`config.mk`:
```
export PLATFORM = sky130hd
export DESIGN_NAME = psram_burst_ctrl
export DESIGN_NICKNAME = d
export VERILOG_FILES = /design/src/rtl/psram_pkg.sv /design/src/rtl/psram_seq.sv /design/src/rtl/psram_beats.sv /design/src/rtl/psram_pins.sv /design/src/rtl/psram_burst_ctrl.sv
export SDC_FILE = /design/constraint.sdc
export NUM_CORES = 1
export LEC_CHECK = 0
export BUFFER_PORTS_ARGS = -buffer_cell sky130_fd_sc_hd__buf_2
export CAP_MARGIN = 10
export CORE_UTILIZATION = 45
export CTS_CLUSTER_SIZE = 28
export DETAILED_ROUTE_END_ITERATION = 16
export PLACE_DENSITY = 0.77
export SLEW_MARGIN = 15
export SYNTH_ARGS = -nofsm -noshare
export SYNTH_HDL_FRONTEND = slang
export SYNTH_SLANG_ARGS = --single-unit
```
`constraint.sdc`:
```
create_clock -name clk -period 2.4 [get_ports clk]
set_input_delay 0.12 -clock clk [delete_from_list [all_inputs] [get_ports clk]]
set_output_delay 0.12 -clock clk [all_outputs]
set_load 0.05 [all_outputs]
```
`src/rtl/psram_pkg.sv`:
```
package psram_pkg;

    localparam int unsigned ADDR_W      = 23;
    localparam int unsigned DATA_W      = 16;
    localparam int unsigned LAT_W       = 4;
    localparam int unsigned LAT_MIN     = 5;
    localparam int unsigned LAT_MAX     = 10;
    localparam int unsigned WORDS_SHORT = 8;
    localparam int unsigned WORDS_LONG  = 16;
    localparam int unsigned BEAT_W      = $clog2(WORDS_LONG) + 1;

    typedef enum logic [1:0] {
        MODE_W8      = 2'd0,
        MODE_W16     = 2'd1,
        MODE_RUN     = 2'd2,
        MODE_RUN_ALT = 2'd3
    } burst_mode_e;

    typedef enum logic [1:0] {
        PH_IDLE,
        PH_ADDR,
        PH_LAT,
        PH_DATA
    } phase_e;

    typedef struct packed {
        logic              write;
        logic              endless;
        logic [LAT_W-1:0]  lat;
        logic [BEAT_W-1:0] limit;
    } access_t;

    function automatic logic [LAT_W-1:0] clamp_latency(input logic [LAT_W-1:0] code);
        if (code < LAT_W'(LAT_MIN)) return LAT_W'(LAT_MIN);
        if (code > LAT_W'(LAT_MAX)) return LAT_W'(LAT_MAX);
        return code;
    endfunction

    function automatic logic [BEAT_W-1:0] burst_limit(input burst_mode_e m);
        case (m)
            MODE_W8:  return BEAT_W'(WORDS_SHORT);
            MODE_W16: return BEAT_W'(WORDS_LONG);
            default:  return '0;
        endcase
    endfunction

    function automatic logic is_endless(input burst_mode_e m);
        return (m == MODE_RUN) || (m == MODE_RUN_ALT);
    endfunction

endpackage

```
`src/rtl/psram_seq.sv`:
```
module psram_seq
    import psram_pkg::*;
#(
    parameter int unsigned CNT_W = psram_pkg::LAT_W
) (
    input  logic             clk,
    input  logic             rst,
    input  logic             start,
    input  logic [CNT_W-1:0] lat,
    input  logic             beat_done,
    input  logic             stop,
    output phase_e           phase
);

    phase_e           ph_q, ph_d;
    logic [CNT_W-1:0] cnt_q, cnt_d;

    always_comb begin
        ph_d  = ph_q;
        cnt_d = cnt_q;
        unique case (ph_q)
            PH_IDLE: if (start) ph_d = PH_ADDR;
            PH_ADDR: begin
                ph_d  = PH_LAT;
                cnt_d = lat - CNT_W'(1);
            end
            PH_LAT: begin
                if (cnt_q <= CNT_W'(1)) ph_d = PH_DATA;
                else                    cnt_d = cnt_q - CNT_W'(1);
            end
            PH_DATA: if (stop || beat_done) ph_d = PH_IDLE;
            default: ph_d = PH_IDLE;
        endcase
    end

    always_ff @(posedge clk) begin
        if (rst) begin
            ph_q  <= PH_IDLE;
            cnt_q <= '0;
        end else begin
            ph_q  <= ph_d;
            cnt_q <= cnt_d;
        end
    end

    assign phase = ph_q;

    logic [CNT_W:0] since_addr;
    always_ff @(posedge clk) begin
        if (rst)                 since_addr <= '0;
        else if (ph_q == PH_ADDR) since_addr <= (CNT_W+1)'(1);
        else if (ph_q == PH_LAT)  since_addr <= since_addr + (CNT_W+1)'(1);
    end


    addr_once_chk: assert property (@(posedge clk) disable iff (rst)
        (ph_q == PH_ADDR) |=> (ph_q == PH_LAT));


    lat_window_chk: assert property (@(posedge clk) disable iff (rst)
        ((ph_q == PH_DATA) && ($past(ph_q) == PH_LAT)) |-> (since_addr == {1'b0, lat}));

endmodule

```
`src/rtl/psram_beats.sv`:
```
module psram_beats #(
    parameter int unsigned AW = psram_pkg::ADDR_W,
    parameter int unsigned NW = psram_pkg::BEAT_W
) (
    input  logic          clk,
    input  logic          rst,
    input  logic          load,
    input  logic [AW-1:0] base,
    input  logic [NW-1:0] limit,
    input  logic          step,
    output logic [AW-1:0] word_addr,
    output logic          last
);

    logic [AW-1:0] addr_q;
    logic [NW-1:0] n_q;

    always_ff @(posedge clk) begin
        if (rst) begin
            addr_q <= '0;
            n_q    <= '0;
        end else if (load) begin
            addr_q <= base;
            n_q    <= '0;
        end else if (step) begin
            addr_q <= addr_q + AW'(1);
            n_q    <= n_q + NW'(1);
        end
    end

    assign word_addr = addr_q;
    assign last      = (limit != '0) && (n_q == limit - NW'(1));


    addr_step_chk: assert property (@(posedge clk) disable iff (rst)
        (step && !load) |=> (addr_q == $past(addr_q) + AW'(1)));

endmodule

```
`src/rtl/psram_pins.sv`:
```
module psram_pins
    import psram_pkg::*;
#(
    parameter int unsigned DW    = psram_pkg::DATA_W,
    parameter int unsigned NLANE = DW / 8
) (
    input  phase_e           phase,
    input  logic             write,
    input  logic             wr_valid,
    input  logic [NLANE-1:0] wr_be,
    input  logic [DW-1:0]    wr_data,
    output logic             ce_n,
    output logic             adv_n,
    output logic             oe_n,
    output logic             we_n,
    output logic [NLANE-1:0] bsel_n,
    output logic [DW-1:0]    dq_out,
    output logic             dq_oe
);

    logic in_data;
    assign in_data = (phase == PH_DATA);

    assign ce_n   = (phase == PH_IDLE);
    assign adv_n  = (phase != PH_ADDR);
    assign we_n   = ~(write && (phase != PH_IDLE));
    assign oe_n   = ~(in_data && !write);
    assign dq_oe  = in_data && write;
    assign dq_out = wr_data;

    for (genvar i = 0; i < NLANE; i++) begin : g_lane
        assign bsel_n[i] = !in_data || (write && !(wr_be[i] && wr_valid));
    end

endmodule

```
`src/rtl/psram_burst_ctrl.sv`:
```
module psram_burst_ctrl
    import psram_pkg::*;
#(
    parameter int unsigned ADDR_W = psram_pkg::ADDR_W,
    parameter int unsigned DATA_W = psram_pkg::DATA_W,
    localparam int unsigned LANES = DATA_W / 8
) (
    input  logic              clk,
    input  logic              rst,
    input  logic              req_valid,
    output logic              req_ready,
    input  logic [ADDR_W-1:0] req_addr,
    input  logic              req_write,
    input  logic [1:0]        req_mode,
    input  logic [LAT_W-1:0]  req_lat,
    input  logic              wr_valid,
    output logic              wr_ready,
    input  logic [DATA_W-1:0] wr_data,
    input  logic [LANES-1:0]  wr_be,
    output logic              rd_valid,
    output logic [DATA_W-1:0] rd_data,
    output logic [ADDR_W-1:0] beat_addr,
    output logic              mem_ce_n,
    output logic              mem_adv_n,
    output logic              mem_oe_n,
    output logic              mem_we_n,
    output logic              mem_lb_n,
    output logic              mem_ub_n,
    output logic [ADDR_W-1:0] mem_addr,
    output logic [DATA_W-1:0] mem_dq_out,
    output logic              mem_dq_oe,
    input  logic [DATA_W-1:0] mem_dq_in,
    input  logic              mem_wait
);

    phase_e            phase;
    access_t           acc_q;
    logic [ADDR_W-1:0] base_q;
    logic [LANES-1:0]  bsel_n;
    logic              accept, stop, xfer, last, beat_done;

    assign req_ready = (phase == PH_IDLE);
    assign accept    = req_valid && req_ready;

    always_ff @(posedge clk) begin
        if (rst) begin
            acc_q  <= '0;
            base_q <= '0;
        end else if (accept) begin
            acc_q  <= '{write:   req_write,
                        endless: is_endless(burst_mode_e'(req_mode)),
                        lat:     clamp_latency(req_lat),
                        limit:   burst_limit(burst_mode_e'(req_mode))};
            base_q <= req_addr;
        end
    end

    assign stop      = (phase == PH_DATA) && acc_q.endless && !req_valid;
    assign xfer      = (phase == PH_DATA) && !mem_wait && !stop;
    assign beat_done = xfer && last;

    psram_seq #(.CNT_W(LAT_W)) u_seq (
        .clk       (clk),
        .rst       (rst),
        .start     (accept),
        .lat       (acc_q.lat),
        .beat_done (beat_done),
        .stop      (stop),
        .phase     (phase)
    );

    psram_beats #(.AW(ADDR_W), .NW(BEAT_W)) u_beats (
        .clk       (clk),
        .rst       (rst),
        .load      (accept),
        .base      (req_addr),
        .limit     (acc_q.limit),
        .step      (xfer),
        .word_addr (beat_addr),
        .last      (last)
    );

    psram_pins #(.DW(DATA_W), .NLANE(LANES)) u_pins (
        .phase    (phase),
        .write    (acc_q.write),
        .wr_valid (wr_valid),
        .wr_be    (wr_be),
        .wr_data  (wr_data),
        .ce_n     (mem_ce_n),
        .adv_n    (mem_adv_n),
        .oe_n     (mem_oe_n),
        .we_n     (mem_we_n),
        .bsel_n   (bsel_n),
        .dq_out   (mem_dq_out),
        .dq_oe    (mem_dq_oe)
    );

    assign mem_lb_n = bsel_n[0];
    assign mem_ub_n = bsel_n[LANES-1];
    assign mem_addr = base_q;
    assign rd_valid = xfer && !acc_q.write;
    assign wr_ready = xfer && acc_q.write;
    assign rd_data  = mem_dq_in;


    adv_pulse_chk: assert property (@(posedge clk) disable iff (rst)
        !mem_adv_n |=> (mem_adv_n && !mem_ce_n));


    addr_hold_chk: assert property (@(posedge clk) disable iff (rst)
        (!mem_ce_n && !$past(mem_ce_n)) |-> $stable(mem_addr));


    fixed_end_chk: assert property (@(posedge clk) disable iff (rst)
        beat_done |=> (mem_ce_n && req_ready));


    stall_hold_chk: assert property (@(posedge clk) disable iff (rst)
        (mem_wait && !mem_ce_n) |-> (!rd_valid && !wr_ready));


    run_stop_chk: assert property (@(posedge clk) disable iff (rst)
        (stop && !mem_ce_n) |=> mem_ce_n);


    bus_clash_chk: assert property (@(posedge clk) disable iff (rst)
        !(mem_dq_oe && !mem_oe_n));

endmodule

```
# Yosys cells after proc, flatten, opt, wreduce, memory -nomap -nowiden
# Cells that the tools add are included.
classes:
  n_reduce_logical: 36
  n_eq_ne: 12
  magnitude_cmp: 3
  muxes: 20
  bitwise: 2
  n_addsub: 5
ops:
  columns: ["op", "count"]
  rows:
  - ["23-bit 2-to-1 mux", 2]
  - ["23-bit by 1-bit adder with 23-bit output, second input constant", 1]
  - ["4-bit 2-to-1 mux", 5]
  - ["1-bit logical AND", 16]
  - ["5-bit one-hot mux with 2 select lines", 1]
  - ["2-bit equality test, second input constant", 4]
  - ["2-bit one-hot mux with 4 select lines", 1]
  - ["4-bit one-hot mux with 2 select lines", 1]
  - ["4-bit by 1-bit subtractor with 4-bit output, second input constant", 2]
  - ["1-bit zero test", 7]
  - ["1-bit 2-to-1 mux", 7]
  - ["2-bit 2-to-1 mux", 3]
  - ["2-bit by 1-bit inequality test with 1-bit output, second input constant", 3]
  - ["2-bit nonzero test", 3]
  - ["5-bit by 1-bit adder with 5-bit output, second input constant", 1]
  - ["5-bit equality test", 1]
  - ["5-bit nonzero test", 1]
  - ["5-bit by 1-bit subtractor with 5-bit output, second input constant", 1]
  - ["2-bit by 1-bit equality test with 1-bit output, second input constant", 2]
  - ["4-bit greater-than comparator, second input constant", 1]
  - ["4-bit by 1-bit <= comparator with 1-bit output, second input constant", 1]
  - ["2-bit zero test", 2]
  - ["1-bit logical OR", 4]
  - ["4-bit by 3-bit < comparator with 1-bit output, second input constant", 1]
  - ["5 further kinds", 7]
word_totals:
  word_cells: 87
  output_inout_bits: 88
  regBits: 68

# Depth between registers and ports, before layout
# Gate-level depths: netlist of the first run.
depth:
  depth_word: 9
  mapped_depth: 8
  mapped_depth_nobuf: 6

# Modules after synthesis
# From an unflattened synthesis of the first run, not the netlist that was laid out.
hier_totals:
  cells_unflattened: 455
  hier_area_um2: 3717.3
modules_own_cells:
  columns: ["mod", "seq_area_each_um2", "cells_per_inst", "area_per_inst_um2", "n_inst"]
  rows:
  - ["psram_beats", 560.5, 209, 1779.2, 1]
  - ["psram_burst_ctrl", 620.6, 162, 1275.0, 1]
  - ["psram_seq", 120.1, 58, 483.0, 1]
  - ["psram_pins", 0.0, 26, 180.2, 1]

# Worst setup path after synthesis of the first run
# OpenSTA, ideal clock, no wires.
synth_path:
  path_kind: "register -> register"
  startpoint: "register u_beats.addr_q[5], in the netlist u_beats.word_addr[5]"
  endpoint: "register u_beats.addr_q[15], in the netlist u_beats.word_addr[15]"
  required_time_ns: 2.309
  slack_ns: 0.218
  arrival_ns: 2.091
  period_less_slack_ns: 2.182
  path_stages_with_launch: 6
  cell_sequence: "dfxtp_1 > nand4_2 > or2_2 > clkbuf_1 > or4_1 > a311oi_1"
synth_between:
  elab_chain_len: 3
synth_lines:
  columns: ["element", "line", "source"]
  rows:
  - ["from (decl)", "psram_beats.sv:15", "logic [AW-1:0] addr_q;"]
  - ["from (signal assigned)", "psram_beats.sv:23", "addr_q <= base;"]
  - ["from (signal assigned)", "psram_beats.sv:26", "addr_q <= addr_q + AW'(1);"]
  - ["23-bit by 1-bit adder with 23-bit output", "psram_beats.sv:26", null]
  - ["23-bit 2-to-1 mux", "psram_beats.sv:25", "end else if (step) begin"]
  - ["23-bit 2-to-1 mux", "psram_beats.sv:22", "end else if (load) begin"]
# No other way between the ends. The select of a mux whose other input is x is not followed.
# A chain may end at the register's enable or synchronous reset.

# Final worst setup path of the first run
layout_path:
  startpoint: "register u_seq.ph_q[0], in the netlist u_seq.phase[0]"
  endpoint: "register u_beats.addr_q[6], in the netlist u_beats.word_addr[6]"
layout_between:
  elab_chain_len: 6
  elab_cells_between_ends: 10
  cone_classes: "1 x eq/ne; 1 x mux; 8 x reduce/logical"
layout_lines:
  columns: ["element", "line", "source"]
  rows:
  - ["from (decl)", "psram_seq.sv:15", "phase_e ph_q, ph_d;"]
  - ["from (signal assigned)", "psram_seq.sv:41", "ph_q <= ph_d;"]
  - ["2-bit equality test", "psram_burst_ctrl.sv:58, psram_burst_ctrl.sv:59", null]
  - ["1-bit logical AND (2 in a row)", "psram_burst_ctrl.sv:58", "assign stop = (phase == PH_DATA) && acc_q.endless && !req_valid;"]
  - ["1-bit zero test", "psram_burst_ctrl.sv:59", "assign xfer = (phase == PH_DATA) && !mem_wait && !stop;"]
  - ["1-bit logical AND", "psram_burst_ctrl.sv:59", null]
  - ["2-bit nonzero test (no source line)", null, null]
# Several ways; a longest one is shown, not always the timed one.

==> results_dict.tcl, run 1 <==
set metrics [dict create \
    ys_ff_latch 65 \
    area_delta_synth_final_pct 13.9 \
    drt-total-wl_um 8620 \
    final_area_sq_mm 0.00397 \
    combinationalPowerShare 0.485 \
    synthCells 447 \
    layout.nets 580 \
    relSlewSlack 0.580 \
    synth_edf_count 0 \
    ant_nets 0 \
    intPower_mw 2.38 \
    reg2reg_depth 5 \
    synthFlopType "dfxtp_1" \
    cp-start-kind "register" \
    min_from "req_write" \
    hold_buffers 0 \
    cp_num_cells 5 \
    endpoint_kind "register" \
    worst-slew-pin-transition_ps 622 \
    skew_ps 6.88 \
    synthDistinctLibCells 44 \
    drc 0 \
    dp_hpwl_um 6200 \
    fillers 702 \
    cts_root_buffer "clkbuf_8" \
    first_pass_iters 5 \
    cp_slowest_stage_delay_ps 670 \
    cts_inserted_buffers 9 \
    yosys-top-cells-area "dfxtp_1, nand2_1, buf_4" \
    cts_sinks 65 \
    coreArea_sq_mm 0.00737 \
    yosysWarningCount 0 \
    cts_tree "done" \
    min_path_cells 3 \
    hold_viol 0 \
    grt-ovfl-total 0 \
    tns_ps 0 \
    fmax_mhz 464 \
    p_sw_mw 2.27 \
    postCtsSetupBuffers 0 \
    grt_pass1_vias 3103 \
    leakagePower_nw 1.60 \
    crit_chain "ha_1 > nand2b_1 > or4b_1 > or3_1 > a311oi_1" \
    syn_area_sq_mm 0.00348 \
    yosysSeqAreaShare 0.374 \
    p_sw_frac 0.488 \
    rsz0062_at_grt "false" \
    num_antenna_cells 0 \
    die_area_sq_mm 0.00809 \
    syn_area_per_cell_sq_um 7.79 \
    synth_commonest_cells "nand2_1, dfxtp_1, a21oi_1, buf_4, nor2_1" \
    cts_resized 0 \
    via_per_inst 5.59 \
    clock_latency_ps 340 \
    arrival_ps 2410 \
    layout-drive-gt1-share 0.240 \
    hp-class "in2reg" \
    vdd_drop_max_mv 0.600 \
    post-route-min-period_ps 2160 \
    synth_top_area_cell "dfxtp_1" \
    clockPowerShare 0.169 \
    crit_family "simple AND/OR/NAND/NOR gates" \
    post-place-ws_ps 256 \
    fin_ws_ps 244 \
    setup_viol 0 \
    die_x_um 90.0 \
    syn-num-nets 526 \
    r2r_slack_ps 240 \
    netlist.area_leader.share 0.374 \
    async_flop_share 0 \
    maxSlewViolCount 0 \
    power.density_mw_per_mm2 1170 \
    synth.most_common_cell "nand2_1" \
    grt_max_degree 34 \
    seqPwrFrac 0.346 \
    path_buf_inv 0 \
    antenna_found_initial 0 \
    worstSetupPathType "reg2reg" \
    min_period_over_period 0.898 \
    avgRoutedWirePerCell_um 14.3 \
    htreeDepth 3 \
    cts_buffer_depth 2 \
    ios 157 \
    holdPathEnd "acc_q[10]" \
    grt_util_all_layers 0.215 \
    r2r-start "u_seq.phase[0]" \
    crit_fanout 9 \
    grt_pass1_wl_um 14300 \
    globalplace.congestion 0.812 \
    rows 31 \
    drtIter0Drc 201 \
    vias 3374 \
    clkTransAtPathRegs_ps 70 \
    dpl_cell_area_sq_mm 0.00380 \
    initial_utilization 0.472 \
    status "finished, final reports clean" \
    required_ps 2660 \
    slowest_stage "or4b_1" \
    r2r-end "u_beats.word_addr[6]" \
    die_h_um 90.0 \
    drv_cap 0 \
    port_buffers 92 \
]
## sequential cells by signal, indices dropped and copies added (netlist names)
name               cells
u_beats.word_addr     23
acc_q                  8
u_seq.phase            2
mem_addr              23
u_seq.cnt_q            4
u_beats.n_q            5
## layer usage
metal	part of all wire	wire, um	GRT usage
met3	0.074	635	0.0728
met5	0	0	0
met2	0.46	4000	0.352
met1	0.44	3810	0.265
met4	0.020	175	0.0726
## layout make-up
class	instances	area (sq um)	share of cell area
multi-input cells	309	1780	0.448
flip-flops and latches	65	1300	0.328
repair buffers	103	556	0.140
clock buffers	11	141	0.0356
well taps	99	124	0.0312
inverters	13	48.8	0.0123
clock inverters	4	20.0	0.00505
## layout by cell type, fill, tap and decap left out, types with 2 or more instances in the layout
master    instances
o21ai_0          14
or4_1             2
inv_1            13
nor2_1           31
or4b_1            2
nand4_1           6
a311oi_1         14
buf_4            10
nor3_1           17
and2_1            2
nand2_1          74
clkbuf_8         10
a21oi_1          35
and4_1            2
nor2b_1           5
dfxtp_1          65
ha_1             10
xnor2_1           8
nand2b_1          7
nand3_1          15
or3_1            13
nor4_1           11
o31a_1            3
a211oi_1          9
buf_2            92
and3_1            4
xor2_1            5
o31ai_1           5
clkinv_2          4
## metrics by stage
step | utilization | std cells | hold WS, ps | total power [mW]
floorplan | - | 447 | 256 | 3.46
detailed placement | 0.516 | 589 | 240 | 3.87
global placement | 0.516 | 589 | 240 | 3.81
CTS | 0.538 | 604 | 5.02 | 4.67
finish | 0.538 | 604 | 13.4 | 4.65
global route | 0.538 | 604 | 11.8 | 4.95
## power by group through the flow
stage | clock [mW] | sequential (mW) | combinational (mW)
after global routing | 0.867 | 1.65 | 2.43
after floorplan | 0 | 2.21 | 1.25
after global placement | 0 | 1.61 | 2.20
after detailed placement | 0 | 1.62 | 2.25
final | 0.788 | 1.61 | 2.26
after CTS | 0.810 | 1.60 | 2.26
## worst min-delay path: stages
cell     delay, ps
buf_2           90
nand2_1         40
a21oi_1         50
## kinds of logic after synthesis
| family | count (synthesis) | share of synthesized area |
|---|---|---|
| AO/OA/AOI/OAI | 87 | 0.160 |
| XOR/XNOR | 13 | 0.0327 |
| adder cells (fa/ha/maj) | 10 | 0.0359 |
| buffers and inverters | 73 | 0.117 |
| flip-flops | 65 | 0.374 |
| multiplexers | 1 | 0.00287 |
| AND/OR/NAND/NOR | 198 | 0.278 |
## worst max-delay path by stage
stage          slack, ps                  from               endpoint
2_1_floorplan        220  u_beats.word_addr[5]  u_beats.word_addr[15]
3_3_place_gp         310        u_seq.phase[0]   u_beats.word_addr[6]
3_5_place_dp         260        u_seq.phase[0]   u_beats.word_addr[6]
4_1_cts              260        u_seq.phase[0]   u_beats.word_addr[6]
5_1_grt               90        u_seq.phase[0]   u_beats.word_addr[6]
6_report             240        u_seq.phase[0]   u_beats.word_addr[6]
(Power assumes the default switching activity.)
==> inputs of run 2 (changes only) <==
Settings changed: ABC_AREA from default to 1, PLACE_DENSITY 0.77 to 0.76.
==> results_dict.tcl, run 2 <==
set metrics [dict create \
    htreeDepth 3 \
    maxSlewViolCount 0 \
    layout.nets 661 \
    final_cell_mix "nand2_1, buf_2, dfxtp_1, a21oi_1, inv_1" \
    rsz0062_at_grt "false" \
    antenna_found_initial 0 \
    drc 0 \
    combinationalPowerShare 0.488 \
    synthFlopType "dfxtp_1" \
    synth.most_common_cell "nand2_1" \
    ys_ff_latch 65 \
    cts_inserted_buffers 9 \
    synthDistinctLibCells 41 \
    drtIter0Drc 165 \
    die_x_um 92.2 \
    async_flop_share 0 \
    syn_area_per_cell_sq_um 7.06 \
    grt_max_degree 21 \
    intPower_mw 2.31 \
    seqPwrFrac 0.342 \
    p_sw_frac 0.497 \
    endpoint_kind "register" \
    die_area_sq_mm 0.00849 \
    avgRoutedWirePerCell_um 13.2 \
    register_area_sq_mm 0.00130 \
    cts_sinks 65 \
    port_buffers 92 \
    vdd_drop_max_mv 0.600 \
    yosysSeqAreaShare 0.356 \
    worstSetupPathType "reg2reg" \
    clkTransAtPathRegs_ps 70 \
    synth_top_area_cell "dfxtp_1" \
    relSlewSlack 0.654 \
    grt-ovfl-total 0 \
    p_sw_mw 2.28 \
    skew_ps 7.56 \
    stdcell_count 686 \
    synth_commonest_cells "nand2_1, dfxtp_1, a21oi_1, inv_1, nand3_1" \
    area_delta_synth_final_pct 13.4 \
    clock_latency_ps 340 \
    initial_utilization 0.468 \
    min_period_over_period 0.894 \
    leakagePower_nw 1.86 \
    coreArea_sq_mm 0.00781 \
    synthCells 518 \
    tns_ps 0 \
    cts_tree "done" \
    crit_fanout 17 \
    status "finished, final reports clean" \
    hold_viol 0 \
    fillers 779 \
    cp-start-kind "register" \
    arrival_ps 2400 \
    grt_pass1_wl_um 15200 \
    layout-drive-gt1-share 0.236 \
    numPlacedInstances 669 \
    netlist.area_leader.share 0.356 \
    yosysWarningCount 0 \
    power.density_mw_per_mm2 1110 \
    globalplace.congestion 0.907 \
    cts_root_buffer "clkbuf_8" \
    vias 3518 \
    syn-num-nets 597 \
    drt-total-wl_um 9020 \
    synth_edf_count 0 \
    grt_pass1_vias 3299 \
    post-route-min-period_ps 2150 \
    final_util 0.531 \
    die_h_um 92.2 \
    ios 157 \
    cts_buffer_depth 2 \
    first_pass_iters 4 \
    ant_nets 0 \
    dp_hpwl_um 6730 \
    fmax_mhz 466 \
    yosys-top-cells-area "dfxtp_1, nand2_1, buf_4" \
    via_per_inst 5.13 \
    drv_cap 0 \
    syn_area_sq_mm 0.00366 \
    rows 32 \
    final_common_cell "nand2_1" \
    grt_util_all_layers 0.225 \
    num_antenna_cells 0 \
    clockPowerShare 0.171 \
    postCtsSetupBuffers 0 \
    post-place-ws_ps 199 \
    required_ps 2660 \
    fin_ws_ps 254 \
    setup_viol 0 \
    hp-class "in2reg" \
    worst-slew-pin-transition_ps 518 \
    multi_input_area_sq_mm 0.00181 \
]
run 2: cell count changes in the layout (fill, tap and decap cells not counted), moves of 11 or more:
cell and change:
or3_1 -13, nor3_1 -12, nor4_1 -11, a311oi_1 -14, nand2_1 +38, nand3_1 +25, inv_1 +33, o21ai_0 +24
a21oi_1 +12
run 2: final timing paths:
path	startpoint	to	slack [ps]	cells after the start
setup reg to reg	u_seq.phase[0]	u_beats.n_q[2]	250	7
setup / recovery	u_seq.phase[0]	u_beats.n_q[2]	250	7
hold reg to reg	mem_addr[17]	mem_addr[17]	440	2
hold / removal	req_addr[21]	mem_addr[21]	10	3
run 2: per-stage QoR:
stage          power (mW)  cell area [sq um]  hold slack (ps)
2_1_floorplan        3.48               3660              233
3_3_place_gp         3.76               3960              240
3_5_place_dp         3.82               3960              240
4_1_cts              4.61               4150             1.31
5_1_grt              4.91               4150             34.5
6_report             4.59               4150             11.3
run 2: final cells by class:
type	instances	share of cell area
inverter	53	0.0495
multi-input combinational	350	0.437
clock buffer	12	0.0350
timing repair buffer	103	0.133
sequential	65	0.314
tap	102	0.0308
clock inverter	1	0.00121
run 2: power by group through the flow:
stage	registers [mW]	logic (mW)	clock network (mW)
3_5_place_dp	1.58	2.24	0
5_1_grt	1.60	2.46	0.847
2_1_floorplan	2.12	1.35	0
4_1_cts	1.56	2.25	0.797
6_report	1.57	2.24	0.783
3_3_place_gp	1.58	2.19	0
run 2: per-layer routing:
metal  vias up  global-route usage  part of all wire
met5         -                   0                 0
li1       1806                   -                 -
met1      1576               0.270              0.45
met4         0              0.0898             0.021
met2       113               0.382              0.46
met3        23              0.0547             0.062
run 2: cell families (layout without fill, tap and decap cells):
family / count (synthesis) / after routing / synth area share
adder cells (fa/ha/maj): 10 / 10 / 0.0342
flip-flops: 65 / 65 / 0.356
AO/OA/AOI/OAI: 112 / 112 / 0.169
AND/OR/NAND/NOR: 222 / 222 / 0.278
XOR/XNOR: 6 / 6 / 0.0144
buffers and inverters: 103 / 169 / 0.149
run 2: critical path, cell delays in order, from the launching register on:
cell	delay, ps
dfxtp_1	390
inv_1	80
ha_1	260
nand2_2	300
inv_2	220
nor2_4	300
clkinvlp_4	270
nor3b_1	240
run 2: repair_timing:
item	CTS	global route
hold buffers	4	0
setup endpoints to repair	0	1
resized for setup	0	1
endpoints found under the hold margin	3	0
